===== config.mk =====
export PLATFORM = sky130hd
export DESIGN_NAME = itlb4_lru
export DESIGN_NICKNAME = d
export VERILOG_FILES = /design/src/rtl/itlb_pkg.sv /design/src/rtl/itlb_match.sv /design/src/rtl/itlb_lru.sv /design/src/rtl/itlb4_lru.sv
export SDC_FILE = /design/constraint.sdc
export NUM_CORES = 1
export LEC_CHECK = 0
export BUFFER_PORTS_ARGS = -buffer_cell sky130_fd_sc_hd__clkbuf_2
export CAP_MARGIN = 20
export CORE_MARGIN = 3
export CORE_UTILIZATION = 45
export DETAILED_ROUTE_END_ITERATION = 12
export GPL_TIMING_DRIVEN = 0
export PLACE_DENSITY = 0.68
export SLEW_MARGIN = 20
export SYNTH_ARGS = -nofsm -noshare
export SYNTH_HDL_FRONTEND = slang
export SYNTH_SLANG_ARGS = --single-unit

===== constraint.sdc =====
create_clock -name clk -period 7.7 [get_ports clk]
set_input_delay 0.385 -clock clk [delete_from_list [all_inputs] [get_ports clk]]
set_output_delay 0.385 -clock clk [all_outputs]
set_load 0.01 [all_outputs]

===== src/rtl/itlb_pkg.sv =====
package itlb_pkg;
   localparam int N_WAYS    = 4;
   localparam int IDX_W     = $clog2(N_WAYS);
   localparam int LRU_W     = 6;
   localparam int PG_LSB    = 10;
   localparam int OFF_MAX_W = 20;

   typedef enum logic [1:0] {
      PG_1K  = 2'd0,
      PG_4K  = 2'd1,
      PG_64K = 2'd2,
      PG_1M  = 2'd3
   } pg_size_e;

   function automatic logic [OFF_MAX_W-1:0] page_off_mask(input pg_size_e sz);
      case (sz)
         PG_1K:   return 20'h003FF;
         PG_4K:   return 20'h00FFF;
         PG_64K:  return 20'h0FFFF;
         default: return 20'hFFFFF;
      endcase
   endfunction

   // bits forced to one when an entry is used
   function automatic logic [LRU_W-1:0] lru_set_mask(input logic [IDX_W-1:0] idx);
      case (idx)
         2'd1:    return 6'b100000;
         2'd2:    return 6'b010100;
         2'd3:    return 6'b001011;
         default: return 6'b000000;
      endcase
   endfunction

   // bits forced to zero when an entry is used
   function automatic logic [LRU_W-1:0] lru_clr_mask(input logic [IDX_W-1:0] idx);
      case (idx)
         2'd0:    return 6'b111000;
         2'd1:    return 6'b000110;
         2'd2:    return 6'b000001;
         default: return 6'b000000;
      endcase
   endfunction
endpackage


===== src/rtl/itlb_match.sv =====
module itlb_match
   import itlb_pkg::*;
#(
   parameter int VA_W   = 32,
   parameter int PA_W   = 29,
   parameter int ASID_W = 8
) (
   input  logic                    ent_v,
   input  logic [VA_W-PG_LSB-1:0]  ent_vpn,
   input  logic [PA_W-PG_LSB-1:0]  ent_ppn,
   input  logic [1:0]              ent_sz,
   input  logic [ASID_W-1:0]       ent_asid,
   input  logic                    ent_sh,
   input  logic [VA_W-1:0]         va,
   input  logic [ASID_W-1:0]       asid,
   input  logic                    asid_chk,
   output logic                    hit,
   output logic [PA_W-1:0]         pa
);
   logic [OFF_MAX_W-1:0] off_m;
   logic [VA_W-1:0]      va_hi_m;
   logic [PA_W-1:0]      pa_hi_m;
   logic [VA_W-1:0]      base;
   logic [PA_W-1:0]      frame;
   logic                 asid_ok;

   always_comb begin
      off_m   = page_off_mask(pg_size_e'(ent_sz));
      va_hi_m = ~{{(VA_W-OFF_MAX_W){1'b0}}, off_m};
      pa_hi_m = ~{{(PA_W-OFF_MAX_W){1'b0}}, off_m};
      base    = {ent_vpn, {PG_LSB{1'b0}}};
      frame   = {ent_ppn, {PG_LSB{1'b0}}};
      asid_ok = !asid_chk || ent_sh || (ent_asid == asid);
      hit     = ent_v && asid_ok && ((va & va_hi_m) == (base & va_hi_m));
      pa      = (frame & pa_hi_m)
              | {{(PA_W-OFF_MAX_W){1'b0}}, va[OFF_MAX_W-1:0] & off_m};
   end
endmodule


===== src/rtl/itlb_lru.sv =====
module itlb_lru
   import itlb_pkg::*;
(
   input  logic             clk,
   input  logic             rst_n,
   input  logic             wr,
   input  logic [LRU_W-1:0] wdata,
   input  logic             use_en,
   input  logic [IDX_W-1:0] use_idx,
   output logic [LRU_W-1:0] state,
   output logic [IDX_W-1:0] victim
);
   logic [LRU_W-1:0] st_q;
   logic [LRU_W-1:0] st_upd;

   always_comb begin
      st_upd = (st_q | lru_set_mask(use_idx)) & ~lru_clr_mask(use_idx);
   end

   // fixed patterns checked in order; fallback to entry 0
   always_comb begin
      if (st_q[5] && st_q[4] && st_q[3])
         victim = 2'd0;
      else if (!st_q[5] && !st_q[2] && st_q[1])
         victim = 2'd1;
      else if (!st_q[4] && !st_q[2] && st_q[0])
         victim = 2'd2;
      else if (!st_q[3] && !st_q[1] && !st_q[0])
         victim = 2'd3;
      else
         victim = 2'd0;
   end

   always_ff @(posedge clk) begin
      if (!rst_n)
         st_q <= '0;
      else if (wr)
         st_q <= wdata;
      else if (use_en)
         st_q <= st_upd;
   end

   assign state = st_q;
endmodule


===== src/rtl/itlb4_lru.sv =====
module itlb4_lru
   import itlb_pkg::*;
#(
   parameter int VA_W   = 32,
   parameter int PA_W   = 29,
   parameter int ASID_W = 8
) (
   input  logic                   clk,
   input  logic                   rst_n,
   input  logic                   req_valid,
   input  logic [VA_W-1:0]        req_vaddr,
   input  logic [ASID_W-1:0]      req_asid,
   input  logic                   req_asid_chk,
   input  logic                   req_fill_en,
   input  logic                   fill_hit,
   input  logic [VA_W-PG_LSB-1:0] fill_vpn,
   input  logic [PA_W-PG_LSB-1:0] fill_ppn,
   input  logic [1:0]             fill_size,
   input  logic [ASID_W-1:0]      fill_asid,
   input  logic                   fill_shared,
   input  logic                   lru_wr,
   input  logic [LRU_W-1:0]       lru_wdata,
   output logic                   rsp_hit,
   output logic                   rsp_miss,
   output logic                   rsp_multi,
   output logic                   rsp_fill,
   output logic [IDX_W-1:0]       rsp_idx,
   output logic [PA_W-1:0]        rsp_paddr,
   output logic [LRU_W-1:0]       lru_state
);
   localparam int VPN_W = VA_W - PG_LSB;
   localparam int PPN_W = PA_W - PG_LSB;
   localparam int CNT_W = IDX_W + 1;

   if (N_WAYS != 4) begin : g_bad_ways
      $error("recency code is defined for exactly four entries");
   end
   if (VA_W <= OFF_MAX_W || PA_W <= OFF_MAX_W) begin : g_bad_width
      $error("address widths must exceed the largest page offset");
   end
   if (ASID_W < 1) begin : g_bad_asid
      $error("identifier width must be positive");
   end

   logic              ent_v    [N_WAYS];
   logic [VPN_W-1:0]  ent_vpn  [N_WAYS];
   logic [PPN_W-1:0]  ent_ppn  [N_WAYS];
   logic [1:0]        ent_sz   [N_WAYS];
   logic [ASID_W-1:0] ent_asid [N_WAYS];
   logic              ent_sh   [N_WAYS];

   logic [N_WAYS-1:0] m_hit;
   logic [PA_W-1:0]   m_pa [N_WAYS];

   for (genvar g = 0; g < N_WAYS; g++) begin : g_way
      itlb_match #(
         .VA_W   (VA_W),
         .PA_W   (PA_W),
         .ASID_W (ASID_W)
      ) u_match (
         .ent_v    (ent_v[g]),
         .ent_vpn  (ent_vpn[g]),
         .ent_ppn  (ent_ppn[g]),
         .ent_sz   (ent_sz[g]),
         .ent_asid (ent_asid[g]),
         .ent_sh   (ent_sh[g]),
         .va       (req_vaddr),
         .asid     (req_asid),
         .asid_chk (req_asid_chk),
         .hit      (m_hit[g]),
         .pa       (m_pa[g])
      );
   end

   logic [CNT_W-1:0] n_hit;
   logic [IDX_W-1:0] h_idx;
   logic [PA_W-1:0]  pa_or;
   logic [IDX_W-1:0] victim;
   logic             upd_en;

   always_comb begin
      n_hit = '0;
      h_idx = '0;
      pa_or = '0;
      for (int i = 0; i < N_WAYS; i++) begin
         if (m_hit[i]) begin
            n_hit = n_hit + CNT_W'(1);
            h_idx = IDX_W'(i);
            pa_or = pa_or | m_pa[i];
         end
      end
   end

   always_comb begin
      rsp_hit   = req_valid && (n_hit == CNT_W'(1));
      rsp_miss  = req_valid && (n_hit == '0);
      rsp_multi = req_valid && (n_hit > CNT_W'(1));
      rsp_fill  = rsp_miss && req_fill_en && fill_hit;
      rsp_idx   = rsp_hit ? h_idx : (rsp_fill ? victim : '0);
      rsp_paddr = rsp_hit ? pa_or : '0;
      upd_en    = rsp_hit || rsp_fill;
   end

   itlb_lru u_lru (
      .clk     (clk),
      .rst_n   (rst_n),
      .wr      (lru_wr),
      .wdata   (lru_wdata),
      .use_en  (upd_en),
      .use_idx (rsp_idx),
      .state   (lru_state),
      .victim  (victim)
   );

   always_ff @(posedge clk) begin
      if (!rst_n) begin
         for (int i = 0; i < N_WAYS; i++) begin
            ent_v[i]    <= 1'b0;
            ent_vpn[i]  <= '0;
            ent_ppn[i]  <= '0;
            ent_sz[i]   <= '0;
            ent_asid[i] <= '0;
            ent_sh[i]   <= 1'b0;
         end
      end else if (rsp_fill) begin
         ent_v[victim]    <= 1'b1;
         ent_vpn[victim]  <= fill_vpn;
         ent_ppn[victim]  <= fill_ppn;
         ent_sz[victim]   <= fill_size;
         ent_asid[victim] <= fill_asid;
         ent_sh[victim]   <= fill_shared;
      end
   end
endmodule


# Word level (Yosys, flattened, before mapping)
# Memories as Yosys holds them, arrays and structs flattened.
# Index checks and enable logic that the tools add are counted.
# totals
register_bits	6
ram_bits	212
inputBits	105
output_inout_bits	41
word_cells	163
n_memories	6
# mem_list
memory	words	width	read_ports	rd_ports_with_merged_regs	wr	line_no	rtl
ent_vpn	4	22	4	0	4	itlb4_lru.sv:46	logic [VPN_W-1:0] ent_vpn [N_WAYS];
ent_ppn	4	19	4	0	4	itlb4_lru.sv:47	logic [PPN_W-1:0] ent_ppn [N_WAYS];
ent_asid	4	8	4	0	4	itlb4_lru.sv:49	logic [ASID_W-1:0] ent_asid [N_WAYS];
ent_sz	4	2	4	0	4	itlb4_lru.sv:48	logic [1:0] ent_sz [N_WAYS];
ent_sh	4	1	4	0	4	itlb4_lru.sv:50	logic ent_sh [N_WAYS];
ent_v	4	1	4	0	4	itlb4_lru.sv:45	logic ent_v [N_WAYS];
# op_classes
add_sub_neg	3
magnitude_cmp	1
n_eq_ne	20
muxes	48
bitwise	34
reduce_logical	50
# op_table
cell	count
$and A32 B32 Y32	8
$pmux W20 S3	4
$mux W29	5
$eq A32 B32 Y1	4
$not A20 Y32	4
$and A29 B29 Y29	4
$not A20 Y29	4
$or A29 B20 Y29	4
$or A29 B29 Y29	3
$and A20 B20 Y20	4
$pmux W6 S3	2
$eq A8 B8 Y1	4
$mux W2	16
$mux W22	1
$reduce_or A22 Y1	1
$logic_and A1 B1 Y1	21
$mux W19	1
$reduce_or A19 Y1	1
$mux W1	14
$eq A2 B2 Y1 const B	6
$mux W6	2
$eq A2 B1 Y1 const B	5
$logic_not A2 Y1	5
$logic_or A1 B1 Y1	9
15 further kinds	24

# Longest topological paths before layout
# An unclocked memory read counts as a cell.
# depth
word_depth	26
mapped_depth	18
mapped_depth_nobuf	13

# Hierarchy
# From an unflattened synthesis, not the netlist that was laid out.
# hier_totals
cells_unflattened	951
hier_area_um2	11636.2
# modules_own_cells
mod	n_inst	cells_per_inst	area_per_inst_um2	seq_area_each_um2
itlb4_lru	1	608	8821.0	6306.0
itlb_match	4	76	626.9	0.0
itlb_lru	1	39	307.8	120.1

# Worst setup path before layout
# No wires, ideal clock.
# synth_timing
kind	input -> register
from	input req_vaddr[18]
to	memory ent_asid[2][0], enable pin
setup_time_ps	417
arrival_time_ps	6076
required_ps	7283
slack_ps	1207
stages	16
path_buffers	3
path_cell_list	clkbuf_1 -> xor2_1 -> nor4_1 -> o211ai_1 -> a2111oi_0 -> clkbuf_1 -> clkbuf_1 -> ha_1 -> or4_4 -> nand2_1 -> ha_1 -> nand2b_1 -> nor4_1 -> a21oi_2 -> nor4_4 -> nand2b_1
# synth_lines
element	line_no	rtl
start, declared	itlb4_lru.sv:11	input logic [VA_W-1:0] req_vaddr,
end, declared	itlb4_lru.sv:49	

==> results.py <==
metrics = {
    "run_status": {
        "outcome": "finished clean",
    },
    "placement": {
        "post-dp-hpwl_um": 20390,
        "pre_cts_ws_ns": -0.02375,
        "dp.cells": 1347,
        "place_congestion": 0.8744,
        "portBuffers": 132,
        "placed_area_um2": 12270,
    },
    "pwr": {
        "powerDensity_nw_per_um2": 204.7,
        "leakage_nw": 5.070,
        "p_int_mw": 2.056,
        "p_sw_share_pct": 22.94,
        "seqPwrFrac_pct": 51.4,
        "worst_ir_drop_vdd_v": 0.0001711,
        "design_power_total_mw": 2.667,
        "p_sw_uw": 611.8,
        "clock_power_share_pct": 40.2,
        "combPwrFrac_pct": 8.5,
    },
    "worst_setup_path": {
        "cp_num_buf_inv": 5,
        "cp-end-kind": "primary output",
        "crit_top_cell": "clkbuf_1",
        "critPathRequiredTime_ns": 7.32,
        "r2r-end": "ent_ppn[2][6]",
        "worstPathCellList": "xor2_1, nor4_2, a21oi_1, nor4_1, clkbuf_1, clkbuf_2, ha_1, or4_4, nand2_1, ha_1, nand2b_1, nor4_1, a21o_1, clkbuf_1, nand2_1, clkbuf_1, a21oi_1, clkbuf_2",
        "start_kind": "register",
        "path_delay_family": "simple AND/OR/NAND/NOR gates",
        "crit_path_top_delay_cell": "clkbuf_1",
        "arrival_ns": 6.81,
        "reg2reg_from": "ent_vpn[1][7]",
        "cp_num_cells": 18,
        "cpPeakStageDelay_ns": 0.58,
        "crit_start": "ent_vpn[1][7]",
        "critPathMaxFanout": 11,
        "rr_worst_depth": 16,
        "path_class": "reg2out",
        "r2r_setup_slack_ns": 0.81,
        "endpoint": "rsp_paddr[10]",
    },
    "drt": {
        "vias_per_cell": 5.416,
        "num_vias": 7533,
        "routed_wl_um": 28130,
        "drtPass1Iterations": 5,
        "remaining_drc_errors": 0,
        "detail_route.iter0.violations": 597,
        "routedWlPerCell_um": 20.22,
        "antenna_left": 0,
    },
    "layout": {
        "layout.nets": 1164,
        "syn2layout_area_growth_pct": 17.36,
        "layout.cells.non_filler": 1391,
        "antenna_cells": 0,
        "final_core_util_pct": 54.68,
        "stdcell_area_um2": 13030,
        "layout-drive-gt1-share_pct": 20.52,
    },
    "clock_tree": {
        "worstSkewPairLatency_ns": 0.52,
        "clkTransAtPathRegs_ns": 0.06,
        "htree_levels": 1,
        "cts_tree": "yes",
        "cts_hold_buf": 0,
        "clock-sinks": 218,
        "root_buffer": "clkbuf_16",
        "clockBufferDepth": 3,
        "cts_made_buffers": 24,
        "postCtsSetupBuffers": 0,
    },
    "die": {
        "die-area_um2": 26590,
        "die_w_um": 163.1,
        "std_cell_rows": 56,
        "ios": 146,
        "die_y_um": 163.1,
        "initial_core_util_pct": 46.60,
        "core-area_um2": 23820,
    },
    "timing": {
        "drv_slew": 0,
        "worst_slack_ns": 0.5093,
        "rsz0062_at_grt": "no",
        "tightestPinTransition_ns": 0.9491,
        "fmax_mhz": 139.1,
        "period_share_pct": 93.39,
        "hold_violations": 0,
        "finClkSkew_ns": 0.01255,
        "setup_viol": 0,
        "maxSlewHeadroom_pct": 36.25,
        "min_period_ns": 7.191,
    },
    "grt": {
        "grt_overflow": 0,
        "antenna_found_initial": 1,
        "grt_pass1_wl_um": 42780,
        "grt_pass1_vias": 7447,
        "track_usage_pct": 21.10,
        "grt_max_degree": 36,
    },
    "yosys": {
        "yosysWarnings": 0,
        "yosysSeqAreaShare_pct": 57.89,
        "avgSynthCellArea_um2": 12.44,
        "netlist_instances": 892,
        "synth_nets": 1002,
        "synth_seq_cells": 218,
        "synth_ff_type": "edfxtp_1",
        "post_synth_instance_area_um2": 11100,
        "ys_async_sr_fraction_pct": 0,
        "synth_cell_types": 60,
        "synth_edf_count": 206,
    },
    "flow_run": {
        "max_cap_violations": 0,
    },
    "hold_path": {
        "hold_class": "in2reg",
    },
}
[stage by stage]
| step | hold slack, ns | TNS, ns |
|---|---|---|
| 5_1_grt | 0.1006 | 0 |
| 3_3_place_gp | 0.4343 | -241.00 |
| 4_1_cts | 0.09505 | 0 |
| 2_1_floorplan | 0.4256 | 0 |
| 3_5_place_dp | 0.4452 | -0.6577 |
| 6_report | 0.1132 | 0 |
[logic make-up after synthesis]
kind of cell / after synthesis / share of synthesized area, %
buffers and inverters: 61 / 2.671
muxes: 43 / 4.058
xor gates and xnor gates: 121 / 9.547
DFF: 218 / 57.89
AOI/OAI and AO/OA: 100 / 6.617
and+or+nand+nor: 343 / 18.56
adders and majority gates: 6 / 0.6537
[synth_stat cells, types with 9 or more instances]
master / instances / area share (%)
nand3_1: 9 / 0.41
clkbuf_1: 36 / 1.2
a21oi_1: 19 / 0.86
dfxtp_1: 12 / 2.2
buf_2: 9 / 0.41
a22oi_1: 18 / 1.2
mux2_2: 16 / 1.6
nand4_1: 13 / 0.73
xnor2_1: 55 / 4.3
nand2b_1: 9 / 0.51
nor4_1: 21 / 1.2
mux2i_1: 27 / 2.4
xor2_1: 66 / 5.2
nand2_1: 25 / 0.85
and2_1: 217 / 12
edfxtp_1: 206 / 56
nor2_1: 23 / 0.78
[cell type report]
cell class / instances / area (um2)
well taps: 319 / 399.1
repair buffers: 136 / 740.7
inverters: 8 / 30.03
fillers: 2059 / 10800
plain buffers: 53 / 270.3
clock inverters: 9 / 63.81
clock buffers: 35 / 681.9
flip-flops and latches: 218 / 6426
multi-input cells: 613 / 4415
[cells in the final DEF, fill, tap and decap left out, types with 4 or more instances in the layout]
cell type	instances
clkbuf_2	135
nor2_1	23
a21o_1	7
o31ai_1	5
ha_1	5
xor2_1	66
a221oi_1	8
a22oi_1	18
mux2i_1	27
clkbuf_16	24
edfxtp_1	206
o22ai_1	8
xnor2_1	55
nand3_1	9
nand2_1	25
nor4_1	20
buf_2	9
inv_1	8
buf_12	4
a21oi_1	19
nand4_1	13
o21ai_0	4
o22a_1	4
dfxtp_1	12
clkbuf_8	4
nand2b_1	6
mux2_2	16
buf_6	7
clkbuf_1	40
and2_1	217
nor3_1	7
[worst min path at each step]
stage / startpoint / to / slack (ns) / depth (start not counted)
2_1_floorplan: ent_v[2] / ent_v[2] / 0.43 / 1
3_3_place_gp: ent_v[2] / ent_v[2] / 0.43 / 1
3_5_place_dp: ent_v[2] / ent_v[2] / 0.45 / 1
4_1_cts: lru_wdata[2] / u_lru.state[2] / 0.1 / 3
5_1_grt: lru_wdata[2] / u_lru.state[2] / 0.10 / 3
6_report: lru_wdata[0] / register / 0.11 / 3
[registers in the layout, summed over array words and instances, names as in the netlist, named ones only]
| signal | cells |
|---|---|
| ent_asid | 32 |
| ent_ppn | 76 |
| ent_sh | 4 |
| ent_sz | 8 |
| ent_v | 4 |
| ent_vpn | 88 |
| u_lru.state | 2 |
[power by group through the flow]
stage / registers, mW / clock network (mW) / logic [mW]
after floorplan: 1.39 / 0 / 0.126
after global placement: 1.40 / 0 / 0.215
after detailed placement: 1.40 / 0 / 0.225
after CTS: 1.37 / 1.09 / 0.227
after global routing: 1.37 / 1.14 / 0.248
final: 1.37 / 1.07 / 0.226
[routing by layer]
| layer | up-vias | part of all wire [%] | GRT usage (%) |
|---|---|---|---|
| li1 | 3542 | - | - |
| met1 | 3663 | 43 | 28.76 |
| met2 | 276 | 47 | 34.98 |
| met3 | 50 | 7.4 | 4.032 |
| met4 | 2 | 2.5 | 5.383 |
| met5 | - | 0.032 | 0 |
[worst min-delay path, cell delays in order]
cell and delay (ns):
clkbuf_2 0.08, nand3_1 0.06, o31ai_1 0.06
[repair_timing]
action | in CTS | in global routing
hold endpoints to repair | 0 | 0
resized for setup | 0 | 8
setup endpoints to repair | 0 | 30
Note: power is estimated with default switching activity, not from simulation.
